--- config.mk ---
export PLATFORM = sky130hd
export DESIGN_NAME = lcd_scan
export DESIGN_NICKNAME = d
export VERILOG_FILES = /design/src/rtl/lcd_scan_pkg.sv /design/src/rtl/lcd_scan_timing.sv /design/src/rtl/lcd_scan_out.sv /design/src/rtl/lcd_scan.sv
export SDC_FILE = /design/constraint.sdc
export NUM_CORES = 1
export LEC_CHECK = 0
export BUFFER_PORTS_ARGS = -buffer_cell sky130_fd_sc_hd__buf_4
export CORE_MARGIN = 4
export CORE_UTILIZATION = 55
export CTS_CLUSTER_DIAMETER = 150
export DETAILED_ROUTE_END_ITERATION = 6
export GPL_ROUTABILITY_DRIVEN = 0
export PLACE_DENSITY_LB_ADDON = 0.15
export SLEW_MARGIN = 20
export SYNTH_ARGS = -nofsm -noshare
export SYNTH_HDL_FRONTEND = slang
export SYNTH_HIERARCHICAL = 1
export SYNTH_SLANG_ARGS = --single-unit
--- constraint.sdc ---
create_clock -name clk_i -period 1.8 [get_ports clk_i]
set_input_delay 0.54 -clock clk_i [delete_from_list [all_inputs] [get_ports clk_i]]
set_output_delay 0.54 -clock clk_i [all_outputs]
set_load 0.01 [all_outputs]
--- src/rtl/lcd_scan_pkg.sv ---
package lcd_scan_pkg;
  parameter int unsigned H_PIX   = 240;
  parameter int unsigned V_LINES = 160;
  parameter int unsigned BUS_W   = 4;
  parameter int unsigned BYTE_W  = 8;

  localparam int unsigned GROUPS      = H_PIX / BUS_W;
  localparam int unsigned FRAME_BYTES = GROUPS * V_LINES;
  localparam int unsigned OFF_W       = $clog2(FRAME_BYTES);
  localparam int unsigned ADDR_W      = OFF_W + 1;
  localparam int unsigned COL_W       = $clog2(GROUPS + 1);
  localparam int unsigned LINE_W      = $clog2(V_LINES);

  localparam logic [COL_W-1:0]  COL_HS    = COL_W'(GROUPS);
  localparam logic [LINE_W-1:0] LINE_LAST = LINE_W'(V_LINES - 1);

  typedef struct packed {
    logic              vld;
    logic [COL_W-1:0]  col;
    logic [LINE_W-1:0] line;
  } pos_t;
endpackage

--- src/rtl/lcd_scan_timing.sv ---
module lcd_scan_timing
  import lcd_scan_pkg::*;
(
  input  logic              clk_i,
  input  logic              rst_ni,
  input  logic              swap_req_i,
  output pos_t              pos_o,
  output logic              rd_en_o,
  output logic [ADDR_W-1:0] rd_addr_o,
  output logic              disp_buf_o,
  output logic              swap_done_o
);
  logic [COL_W-1:0]  col_q;
  logic [LINE_W-1:0] line_q;
  logic [OFF_W-1:0]  off_q;
  logic              pend_q, disp_q, done_q;
  logic              in_data, frame_end, want_swap;

  assign in_data   = (col_q != COL_HS);
  assign frame_end = !in_data && (line_q == LINE_LAST);
  assign want_swap = pend_q || swap_req_i;

  always_ff @(posedge clk_i or negedge rst_ni) begin
    if (!rst_ni) begin
      col_q  <= '0;
      line_q <= '0;
      off_q  <= '0;
    end else if (in_data) begin
      col_q <= col_q + 1'b1;
      off_q <= off_q + 1'b1;
    end else begin
      col_q  <= '0;
      line_q <= frame_end ? '0 : line_q + 1'b1;
      if (frame_end) off_q <= '0;
    end
  end

  // request held until the frame boundary, then consumed
  always_ff @(posedge clk_i or negedge rst_ni) begin
    if (!rst_ni) begin
      pend_q <= 1'b0;
      disp_q <= 1'b0;
      done_q <= 1'b0;
    end else begin
      pend_q <= want_swap && !frame_end;
      done_q <= frame_end && want_swap;
      if (frame_end && want_swap) disp_q <= ~disp_q;
    end
  end

  assign pos_o       = '{vld: 1'b1, col: col_q, line: line_q};
  assign rd_en_o     = in_data;
  assign rd_addr_o   = {disp_q, off_q};
  assign disp_buf_o  = disp_q;
  assign swap_done_o = done_q;
endmodule

--- src/rtl/lcd_scan_out.sv ---
module lcd_scan_out
  import lcd_scan_pkg::*;
(
  input  logic              clk_i,
  input  logic              rst_ni,
  input  pos_t              pos_i,
  input  logic [BYTE_W-1:0] rd_data_i,
  output logic [BUS_W-1:0]  lcd_data_o,
  output logic              lcd_hs_o,
  output logic              lcd_vs_o,
  output logic              lcd_fr_o
);
  pos_t p1_q;
  logic p1_data, p1_start;

  assign p1_data  = p1_q.vld && (p1_q.col != COL_HS);
  assign p1_start = p1_q.vld && (p1_q.col == '0) && (p1_q.line == '0);

  // stage 1 aligns position with the store's read latency
  always_ff @(posedge clk_i or negedge rst_ni) begin
    if (!rst_ni) p1_q <= '0;
    else         p1_q <= pos_i;
  end

  always_ff @(posedge clk_i or negedge rst_ni) begin
    if (!rst_ni) begin
      lcd_data_o <= '0;
      lcd_hs_o   <= 1'b0;
      lcd_vs_o   <= 1'b0;
      lcd_fr_o   <= 1'b0;
    end else begin
      lcd_data_o <= p1_data ? rd_data_i[BUS_W-1:0] : '0;
      lcd_hs_o   <= p1_q.vld && (p1_q.col == COL_HS);
      lcd_vs_o   <= p1_q.vld && (p1_q.line == '0);
      if (p1_start) lcd_fr_o <= ~lcd_fr_o;
    end
  end
endmodule

--- src/rtl/lcd_scan.sv ---
module lcd_scan
  import lcd_scan_pkg::*;
(
  input  logic              clk_i,
  input  logic              rst_ni,
  input  logic              swap_req_i,
  output logic              rd_en_o,
  output logic [ADDR_W-1:0] rd_addr_o,
  input  logic [BYTE_W-1:0] rd_data_i,
  output logic [BUS_W-1:0]  lcd_data_o,
  output logic              lcd_hs_o,
  output logic              lcd_vs_o,
  output logic              lcd_fr_o,
  output logic              disp_buf_o,
  output logic              draw_buf_o,
  output logic              swap_done_o
);
  pos_t pos;

  lcd_scan_timing u_timing (
    .clk_i       (clk_i),
    .rst_ni      (rst_ni),
    .swap_req_i  (swap_req_i),
    .pos_o       (pos),
    .rd_en_o     (rd_en_o),
    .rd_addr_o   (rd_addr_o),
    .disp_buf_o  (disp_buf_o),
    .swap_done_o (swap_done_o)
  );

  lcd_scan_out u_out (
    .clk_i      (clk_i),
    .rst_ni     (rst_ni),
    .pos_i      (pos),
    .rd_data_i  (rd_data_i),
    .lcd_data_o (lcd_data_o),
    .lcd_hs_o   (lcd_hs_o),
    .lcd_vs_o   (lcd_vs_o),
    .lcd_fr_o   (lcd_fr_o)
  );

  assign draw_buf_o = ~disp_buf_o;
endmodule

After elaboration in Yosys (flattened, before gate mapping)
Index checks and enable logic that the tools add are counted.
- bits of input ports: 11
- bits in latches: 0
- output and inout bits: 26
- ROM bits: 0
- memory bits (writable): 0
- bits in registers: 53
- memories: 0
- multipliers: 0
- reductions and logical operators: 14
- div/mod/pow operators: 0
- muxes and demuxes: 5
- bitwise logic cells: 2
- equal/unequal tests: 4
- add/sub/neg operators: 3
- shifts and indexed selects: 0
- order comparisons: 0
- operators by type and width (kind ; count):
    $mux W14 ; 2
    $add A14 B1 Y14 const B ; 1
    $ne A6 B6 Y1 const B ; 2
    $add A8 B1 Y8 const B ; 1
    $eq A8 B8 Y1 const B ; 1
    $logic_and A1 B1 Y1 ; 8
    $logic_not A8 Y1 ; 1
    $mux W8 ; 1
    $add A6 B1 Y6 const B ; 1
    $eq A6 B6 Y1 const B ; 1
    $logic_not A6 Y1 ; 1
    $mux W6 ; 1
    $mux W4 ; 1
    $logic_not A1 Y1 ; 2
    $not A1 Y1 ; 2
    $reduce_bool A2 Y1 ; 1
    $logic_or A1 B1 Y1 ; 1

Depth between registers and ports, before layout
Gate-level depths: netlist (run 1).
- depth in word-level cells: 5
- gate-level depth with buffers: 8
- depth with buffers taken out: 7

Cells and area by module
Netlist (run 1), hierarchy kept.
- modules (own cells, without submodules) (module ; times used ; seq. area each (µm²) ; area an instance (µm²) ; cells each):
    lcd_scan_timing ; 1 ; 775.7 ; 1560.2 ; 140
    lcd_scan_out ; 1 ; 550.5 ; 665.6 ; 40
    lcd_scan ; 1 ; 0.0 ; 3.8 ; 1

Worst setup path after synthesis (run 1)
Ideal clock, no wire load.
- path type: reg2out
- from: reg u_timing.col_q[0]
- to: out rd_en_o
- arrival time: 1.120 ns
- path buffers: 1
- cell stages (with the launch flop): 7
- path slack: 0.140 ns
- required time: 1.260 ns
- path through: dfrtp_1 inv_1 ha_1 nand2_1 buf_2 nor2_8 inv_2
- word-level cells in the longest chain between the ends: 1
- RTL lines (element ; line ; source):
    start, declared ; lcd_scan_timing.sv:13 ; logic [COL_W-1:0] col_q;
    start signal, assigned ; lcd_scan_timing.sv:29 ; col_q <= col_q + 1'b1;
    $ne A6 B6 Y1 ; lcd_scan_timing.sv:19 ; assign in_data = (col_q != COL_HS);
    end, declared ; lcd_scan.sv:7 ; output logic rd_en_o,
Every way passes these cells.

Worst setup path after layout (run 1)
- from: reg u_timing.col_q[1]
- to: out rd_en_o
Same word-level chain as after synthesis.

==> results of run 1 <==
[worst reg2reg max path: cells and delay by family (launching register included)]
family / cells / cell delay (ns)
xor+xnor: 1 / 0.16
fa+ha+maj: 1 / 0.20
buf+inv: 2 / 0.20
flops: 1 / 0.39
simple gates: 3 / 0.72
[worst max path at each step]
stage                            startpoint                   to  slack (ns)  cells after the start
after floorplan           u_timing/col_q[0]              rd_en_o        0.14                      6
after global placement    u_timing/col_q[0]    u_timing/off_q[4]        0.17                      6
after detailed placement  u_timing/col_q[0]  u_timing/disp_buf_o        0.13                      6
after CTS                 u_timing/col_q[1]              rd_en_o       -0.02                      6
after global routing      u_timing/col_q[1]              rd_en_o        -0.1                      6
final                     u_timing/col_q[1]              rd_en_o       -0.02                      6
[layer usage]
layer  global-route usage (%)  vias up  share of wire [%]
met3                     3.51        5                4.9
li1                         -      703                  -
met4                     8.35        0                1.5
met2                     27.9       44                 49
met1                     23.0      701                 44
met5                        0        -                  0
[cell families (layout without fill, tap and decap cells)]
logic type               after synthesis  after routing  synth area share, %
flip-flops                            53             53                 59.5
AO/OA/AOI/OAI                         19             19                 6.73
multiplexers                           5              5                 2.24
buffers and inverters                 15             56                 3.93
other                                  1              1                0.168
AND/OR/NAND/NOR                       70             70                 19.7
XOR/XNOR                              14             14                 5.50
adder cells (fa/ha/maj)                4              4                 2.24
[stage by stage]
stage	TNS [ns]	setup WS (ns)
3_3_place_gp	0	0.175
5_1_grt	-0.341	-0.0972
2_1_floorplan	0	0.140
4_1_cts	-0.0246	-0.0246
6_report	-0.0172	-0.0172
3_5_place_dp	0	0.126
[area by class of cell]
class                   count  area share (%)
inverters                   9            1.46
multi-input cells         113            31.4
clock buffers               7            3.25
flip-flops and latches     53            50.1
well taps                  48            2.26
repair buffers             40            11.5
[where the power goes]
part / internal, mW / total, mW / switching (mW)
Combinational: 0.0270 / 0.0660 / 0.0390
Clock: 0.305 / 0.653 / 0.348
Sequential: 1.20 / 1.20 / 0.00541
[flip-flops by register name, summed over array words and instances, names as in the netlist]
register	count
u_out/lcd_data_o	4
u_out/lcd_vs_o	1
u_timing/pend_q	1
u_timing/off_q	14
u_timing/line_q	8
u_out/p1_q	15
u_timing/col_q	6
u_timing/disp_buf_o	1
u_out/lcd_fr_o	1
u_out/lcd_hs_o	1
u_timing/swap_done_o	1
[synthesized netlist by cell type, types with 2 or more instances]
| master | instances |
|---|---|
| o21ai_0 | 5 |
| mux2i_1 | 5 |
| nor2_4 | 2 |
| and4_1 | 2 |
| inv_1 | 8 |
| ha_1 | 4 |
| nand2_1 | 12 |
| o31ai_1 | 3 |
| buf_4 | 2 |
| nand4_1 | 3 |
| nor4_1 | 2 |
| o2111ai_1 | 2 |
| and3_1 | 4 |
| o211ai_1 | 2 |
| a21oi_1 | 2 |
| nand3_1 | 11 |
| dfrtp_1 | 53 |
| a22o_1 | 2 |
| nor2_1 | 17 |
| or4_1 | 2 |
| xor2_1 | 10 |
| xnor2_1 | 4 |
| buf_6 | 3 |
[repair_timing]
| action | in CTS | in global routing |
|---|---|---|
| pin swaps | 1 | 2 |
| setup buffers | 2 | 1 |
| hold buffers | 0 | 0 |
| gates resized for setup | 10 | 0 |
| endpoints found under the setup margin | 1 | 8 |
==> flow_summary.ini, run 1 <==
[outcome]
status = finished, violations left
violations = negative setup slack

[critical_path]
worstSetupStartpointType = flop
end_kind = output pin
crit_fanout = 2
timing.rr.end = u_timing/disp_buf_o
cpLargestDelayFamily = flip-flops
crit_chain = inv_1 > ha_2 > nand2_4 > nor2_8 > inv_6 > buf_6
critPathKind = flop to output pin
arrival_ns = 1.28
cpPeakStageDelay_ns = 0.39
required_ns = 1.26
cp_num_buf_inv = 3
r2r-start = u_timing/col_q[1]
regToRegSetupSlack_ns = 0.05
slowest_stage = dfrtp_1
reg2reg_depth = 7

[finish]
final_common_cell = dfrtp_1
num_antenna_cells = 0
final_cell_mix = dfrtp_1 (50), buf_4 (39), nor2_1 (17)
fin_nets = 237
multi_input_comb_area_um2 = 833
num-fill-cells = 286
seqCellArea_um2 = 1330
fin_util_pct = 69.8
fin_area_um2 = 2650
final_cells = 270
areaGrowthSynthToFinish_pct = 19.0
drive_gt1_share_pct = 29.7

[hold_path]
hold_path_class = input pin to asynchronous set/reset pin

[route]
first_pass_iters = 4
initialDrtViolationCount = 106
wl_um = 4070
drc = 0
avgRoutedWirePerCell_um = 15.1
routed_via_density = 5.38
vias = 1453
ant_nets = 0

[yosys]
syn_inst = 181
yosysWarnings = 6
netlist_area_um2 = 2230
yosys.area.top_type = dfrtp_1
ys_ff_latch = 53
synth_fp_nets = 196
synth-edff-count = 0
synthArstFlopShare_pct = 100
avgSynthCellArea_um2 = 12.3
seq_area_frac_synth_pct = 59.5
synth_ff_type = dfrtp_1
synth_area_leaders = dfrtp_1 (59%), xor2_1 (3.9%), nor2_1 (2.9%)
synth_cell_types = 44
netlist.area_leader.share_pct = 59.5

[flow_run]
max_cap_viol_count = 0

[clock_tree]
cts_inserted_buffers = 5
ctsRootBufferMaster = clkbuf_8
cts_tree = built
cts_sinks = 53
clk_path_buf_depth = 2
cts.clk_slew.worst_paths_ns = 0.08
h-tree-depth = 2
clock_latency_ns = 0.30

[power]
total_power_mw = 1.92
p_leak_nw = 1.32
peakVddDrop_mv = 0.478
p_per_area_nw_per_um2 = 725

[timing]
drv_slew = 0
skew_ns = 0.00377
timing.fmax_ghz = 0.550
finalHoldViolCount = 0
fin_ws_ns = -0.0172
rsz0062_at_grt = true
hold-worst-slack_ns = 0.261
setup_viol = 1
post-route-min-period_ns = 1.82
tightest_slew_ns = 0.645
fin_crit_sh_pct = 101
slew_headroom_pct = 57.0

[floorplan]
coreArea_um2 = 3800
num_io_pins = 37
dieHeight_um = 71.7
start_util_pct = 58.7
die_x_um = 71.7
dieArea_um2 = 5140
num_rows = 22

[global_route]
grt_antenna_before_repair = 0
grt_max_degree = 54
grt_pass1_wl_um = 6930
grt_pass1_vias = 1499
track_usage_pct = 17.5
grt_overflow_total = 0

[placed_design]
dp_hpwl_um = 2890
placed_cell_area_um2 = 2510
dpl.cell_count = 260
io_buffers = 32
No activity file was read; power rests on OpenSTA's default activity.
==> run 2: changes to the inputs <==
Settings changed: MAX_ROUTING_LAYER set to met4, PLACE_DENSITY set to 0.76, PLACE_DENSITY_LB_ADDON 0.15 to unset.
==> run 2 against run 1 <==
  * The flow still finishes with violations (negative setup slack)
  * Register-to-register slack better by 0.04 ns
  * Flip-flop and latch count is the same
  * Maximum frequency shrank 0.73%
  * Combinational power grew 0.8%
  * Final cell count rose by 1.9%
  * Highest routed layer unchanged
==> flow_summary.ini, run 2 (synthesized netlist as in run 1, its figures left out) <==
[timing]
fin_crit_sh_pct = 102
timing.fmax_ghz = 0.546
tightest_slew_ns = 0.645
drv_slew = 0
post-route-min-period_ns = 1.83
fin_ws_ns = -0.0306
slew_headroom_pct = 57.0
skew_ns = 0.00605
setup_viol = 1
finalHoldViolCount = 0
rsz0062_at_grt = true

[clock_tree]
cts.clk_slew.worst_paths_ns = 0.09
clk_path_buf_depth = 2
cts_inserted_buffers = 5
ctsRootBufferMaster = clkbuf_8
cts_sinks = 53
clock_latency_ns = 0.30
postCtsHoldBufs = 0
cts_tree = built
h-tree-depth = 2

[power]
peakVddDrop_mv = 0.856
p_leak_nw = 1.37
total_power_mw = 2.19
p_per_area_nw_per_um2 = 802

[route]
avgRoutedWirePerCell_um = 15.8
wl_um = 4340
ant_nets = 0
first_pass_iters = 4
initialDrtViolationCount = 95
routed_via_density = 5.47
vias = 1503
drc = 0

[placed_design]
io_buffers = 32
preCtsSetupSlack_ns = 0.0517
placed_cell_area_um2 = 2520
dp_hpwl_um = 3050
dpl.cell_count = 261

[finish]
drive_gt1_share_pct = 31.7
fin_nets = 241
final_cells = 275
largest_reg_flops = 15
regMostFlops = u_out/p1_q
reg_top3 = u_out/p1_q (15), u_timing/off_q (14), u_timing/line_q (8)
final_cell_mix = dfrtp_1 (51), buf_4 (43), nor2_1 (17)
seqCellArea_um2 = 1330
final_common_cell = dfrtp_1
num-fill-cells = 269
areaGrowthSynthToFinish_pct = 22.6
fin_area_um2 = 2730
multi_input_comb_area_um2 = 841
num_antenna_cells = 0

[floorplan]
die_x_um = 71.7
coreArea_um2 = 3800
num_rows = 22
num_io_pins = 37
start_util_pct = 58.7
dieHeight_um = 71.7
dieArea_um2 = 5140

[flow_run]
max_cap_viol_count = 0

[hold_path]
hold_path_class = input pin to asynchronous set/reset pin

[outcome]
status = finished, violations left
violations = negative setup slack

[critical_path]
slowest_stage = dfrtp_1
crit_chain = inv_1 > ha_2 > nand2_4 > nor2_8 > inv_4 > buf_6
arrival_ns = 1.29
crit_fanout = 2
worstSetupStartpointType = flop
required_ns = 1.26
critPathKind = flop to output pin
end_kind = output pin
cpPeakStageDelay_ns = 0.40

[global_route]
track_usage_pct = 19.0
grt_max_degree = 54
grt_pass1_wl_um = 7330
grt_overflow_total = 0
grt_antenna_before_repair = 0
grt_pass1_vias = 1572
-- run 2: critical path, delay by kind of cell (launching register included) --
| kind | cells | cell delay [ns] |
|---|---|---|
| adders and majority gates | 1 | 0.19 |
| DFF | 1 | 0.40 |
| buffers and inverters | 3 | 0.23 |
| and+or+nand+nor | 2 | 0.18 |
-- run 2: metrics by stage --
| step | utilization, % | setup TNS, ns | hold slack (ns) |
|---|---|---|---|
| after global routing | 72.0 | -0.0805 | 0.307 |
| final | 72.0 | -0.0306 | 0.254 |
| after global placement | 66.4 | 0 | 0.406 |
| after CTS | 71.2 | -0.0340 | 0.283 |
| after floorplan | - | 0 | 0.244 |
| after detailed placement | 66.4 | 0 | 0.402 |
-- run 2: final cells by class --
class | instances | area share [%]
clock buffer | 5 | 2.52
timing repair buffer | 44 | 12.2
tap | 48 | 2.20
sequential | 53 | 48.6
clock inverter | 3 | 2.38
inverter | 9 | 1.33
multi-input combinational | 113 | 30.8
-- run 2: where the power goes --
part | total (mW) | internal, mW | switching [mW]
combinational | 0.0665 | 0.0270 | 0.0395
sequential | 1.20 | 1.20 | 0.00532
clock | 0.922 | 0.552 | 0.370
total | 2.19 | 1.78 | 0.414
-- run 2: path summary, 6_finish.rpt --
path | slack [ns] | depth (start not counted) | endpoint | start
max reg2reg | 0.09 | 8 | u_timing/disp_buf_o | u_timing/col_q[1]
min reg2reg | 0.42 | 0 | u_out/p1_q[7] | u_timing/line_q[7]
max | -0.03 | 6 | rd_en_o | u_timing/col_q[1]
max in group asynchronous | 1.07 | 1 | u_timing/col_q[3] | rst_ni
min | 0.25 | 1 | u_out/lcd_data_o[0] | rst_ni
min in group clk_i | 0.42 | 0 | u_out/p1_q[7] | u_timing/line_q[7]
-- run 2: what timing repair did --
action                                  in CTS  in global routing
pin swaps                                    1                  3
gates resized for setup                      8                  1
buffers inserted                             3                  4
endpoints found under the setup margin       1                  3
hold endpoints to repair                     0                  0
-- run 2: per-layer routing --
metal | vias up | track usage [%] | wire length [µm]
li1 | 722 | - | -
met1 | 726 | 23.2 | 1820
met2 | 48 | 31.4 | 2220
met3 | 7 | 5.33 | 243
met4 | 0 | 4.38 | 54
met5 | - | - | 0
==> run 3: changes to the inputs <==
Settings changed: BUFFER_PORTS_ARGS -buffer_cell sky130_fd_sc_hd__buf_4 to -buffer_cell sky130_fd_sc_hd__buf_2, PLACE_DENSITY 0.76 to unset, PLACE_DENSITY_LB_ADDON set to 0.3.
==> run 3 against run 2 <==
  * The flow still finishes with violations (negative setup slack)
  * Via count down 3.0%
  * Global-route usage down 1.1 points
  * Register-to-register slack about the same
  * Wire length down 7.2%
  * Maximum frequency up 1.1%
  * Critical endpoint unchanged
==> flow_summary.ini, run 3 (synthesized netlist as in run 1, its figures left out) <==
[outcome]
status = finished, violations left
violations = negative setup slack

[timing]
setup_viol = 1
drv_slew = 0
fin_ws_ns = -0.0106
rsz0062_at_grt = true
skew_ns = 0.00708
fin_crit_sh_pct = 101
finalHoldViolCount = 0
timing.fmax_ghz = 0.552
post-route-min-period_ns = 1.81

[finish]
final_common_cell = dfrtp_1
multi_input_comb_area_um2 = 826
areaGrowthSynthToFinish_pct = 17.2
num-fill-cells = 289
final_cells = 272
regMostFlops = u_out/p1_q
largest_reg_flops = 15
drive_gt1_share_pct = 29.5
num_antenna_cells = 0
fin_nets = 238
fin_util_pct = 68.8
reg_top3 = u_out/p1_q (15), u_timing/off_q (14), u_timing/line_q (8)
final_cell_mix = dfrtp_1 (52), buf_2 (31), nor2_1 (17)
seqCellArea_um2 = 1330

[critical_path]
end_kind = output pin
arrival_ns = 1.27
critPathKind = flop to output pin
regToRegSetupSlack_ns = 0.10
required_ns = 1.26
worstSetupStartpointType = flop
crit_fanout = 3

[global_route]
track_usage_pct = 17.8
grt_pass1_vias = 1469
grt_max_degree = 36
grt_antenna_before_repair = 0
grt_overflow_total = 0
grt_pass1_wl_um = 6960

[clock_tree]
postCtsHoldBufs = 0
cts_tree = built
cts_inserted_buffers = 5
clk_path_buf_depth = 2
ctsRootBufferMaster = clkbuf_8
cts_sinks = 53
h-tree-depth = 2
clock_latency_ns = 0.30
cts.clk_slew.worst_paths_ns = 0.09

[floorplan]
start_util_pct = 58.7
num_rows = 22
dieHeight_um = 71.7
die_x_um = 71.7
num_io_pins = 37
dieArea_um2 = 5140
coreArea_um2 = 3800

[power]
p_int_mw = 1.67
switching_share_pct = 19.3
combPwrFrac_pct = 3.0
peakVddDrop_mv = 0.469
p_seq_share_pct = 58.1
p_leak_nw = 1.33
p_per_area_nw_per_um2 = 794
p_sw_mw = 0.400
clockPowerShare_pct = 38.9

[route]
drc = 0
avgRoutedWirePerCell_um = 14.8
initialDrtViolationCount = 62
routed_via_density = 5.36
wl_um = 4030
ant_nets = 0
vias = 1458
first_pass_iters = 4

[placed_design]
dp_hpwl_um = 2920
dpl.cell_count = 261
io_buffers = 32

[flow_run]
max_cap_viol_count = 0

[hold_path]
hold_path_class = input pin to asynchronous set/reset pin
[run 3: cell type report]
| cell class | instances | area share, % |
|---|---|---|
| Clock buffer | 7 | 3.30 |
| Clock inverter | 1 | 1.15 |
| Inverter | 9 | 1.39 |
| Multi-Input combinational cell | 113 | 31.6 |
| Sequential cell | 53 | 50.8 |
| Tap cell | 48 | 2.30 |
| Timing Repair Buffer | 41 | 9.43 |
[run 3: power by group through the flow]
stage                     Combinational (mW)  Sequential (mW)  Clock, mW
after floorplan                       0.0141             1.23          0
after global placement                0.0612             1.23          0
after detailed placement              0.0654             1.23          0
after CTS                             0.0654             1.20      0.827
after global routing                  0.0717             1.21      0.882
final                                 0.0627             1.20      0.807
[run 3: worst paths after layout]
path | from | end | cells past startpoint
worst min-delay path | rst_ni | u_out/lcd_data_o[3] | 1
min in group clk_i | u_out/p1_q[7] | u_out/lcd_vs_o | 1
worst min register to register | u_out/p1_q[7] | u_out/lcd_vs_o | 1
max in group asynchronous | rst_ni | u_timing/line_q[1] | 2
worst max register to register | u_timing/line_q[0] | u_timing/off_q[4] | 5
worst max-delay path | u_timing/col_q[0] | rd_en_o | 6
[run 3: repair_timing]
action | in CTS | in global routing
setup buffers | 2 | 1
resized for setup | 5 | 1
pin swaps | 2 | 2
setup endpoints to repair | 1 | 2
[run 3: routing by layer]
metal / global-route usage (%) / vias to the layer above / part of all wire [%]
met3: 4.21 / 5 / 5.3
met4: 4.18 / 0 / 0.89
li1: - / 707 / -
met1: 21.9 / 702 / 44
met2: 30.0 / 44 / 50
met5: - / - / 0
[run 3: metrics by stage]
step | TNS [ns] | area (µm²) | total power, mW | setup WS (ns) | hold slack [ns]
floorplan | 0 | 2230 | 1.25 | 0.140 | 0.244
global placement | 0 | 2450 | 1.29 | 0.185 | 0.401
detailed placement | 0 | 2450 | 1.29 | 0.127 | 0.407
CTS | -0.0470 | 2600 | 2.10 | -0.0470 | 0.186
global route | -0.0939 | 2610 | 2.16 | -0.0878 | 0.199
finish | -0.0106 | 2610 | 2.07 | -0.0106 | 0.175
[run 3: worst max-delay path, cell delays in order (launching register included)]
cell	delay, ns
dfrtp_1	0.39
inv_1	0.07
ha_2	0.19
nand2_4	0.07
nor2_8	0.10
inv_4	0.04
buf_6	0.11
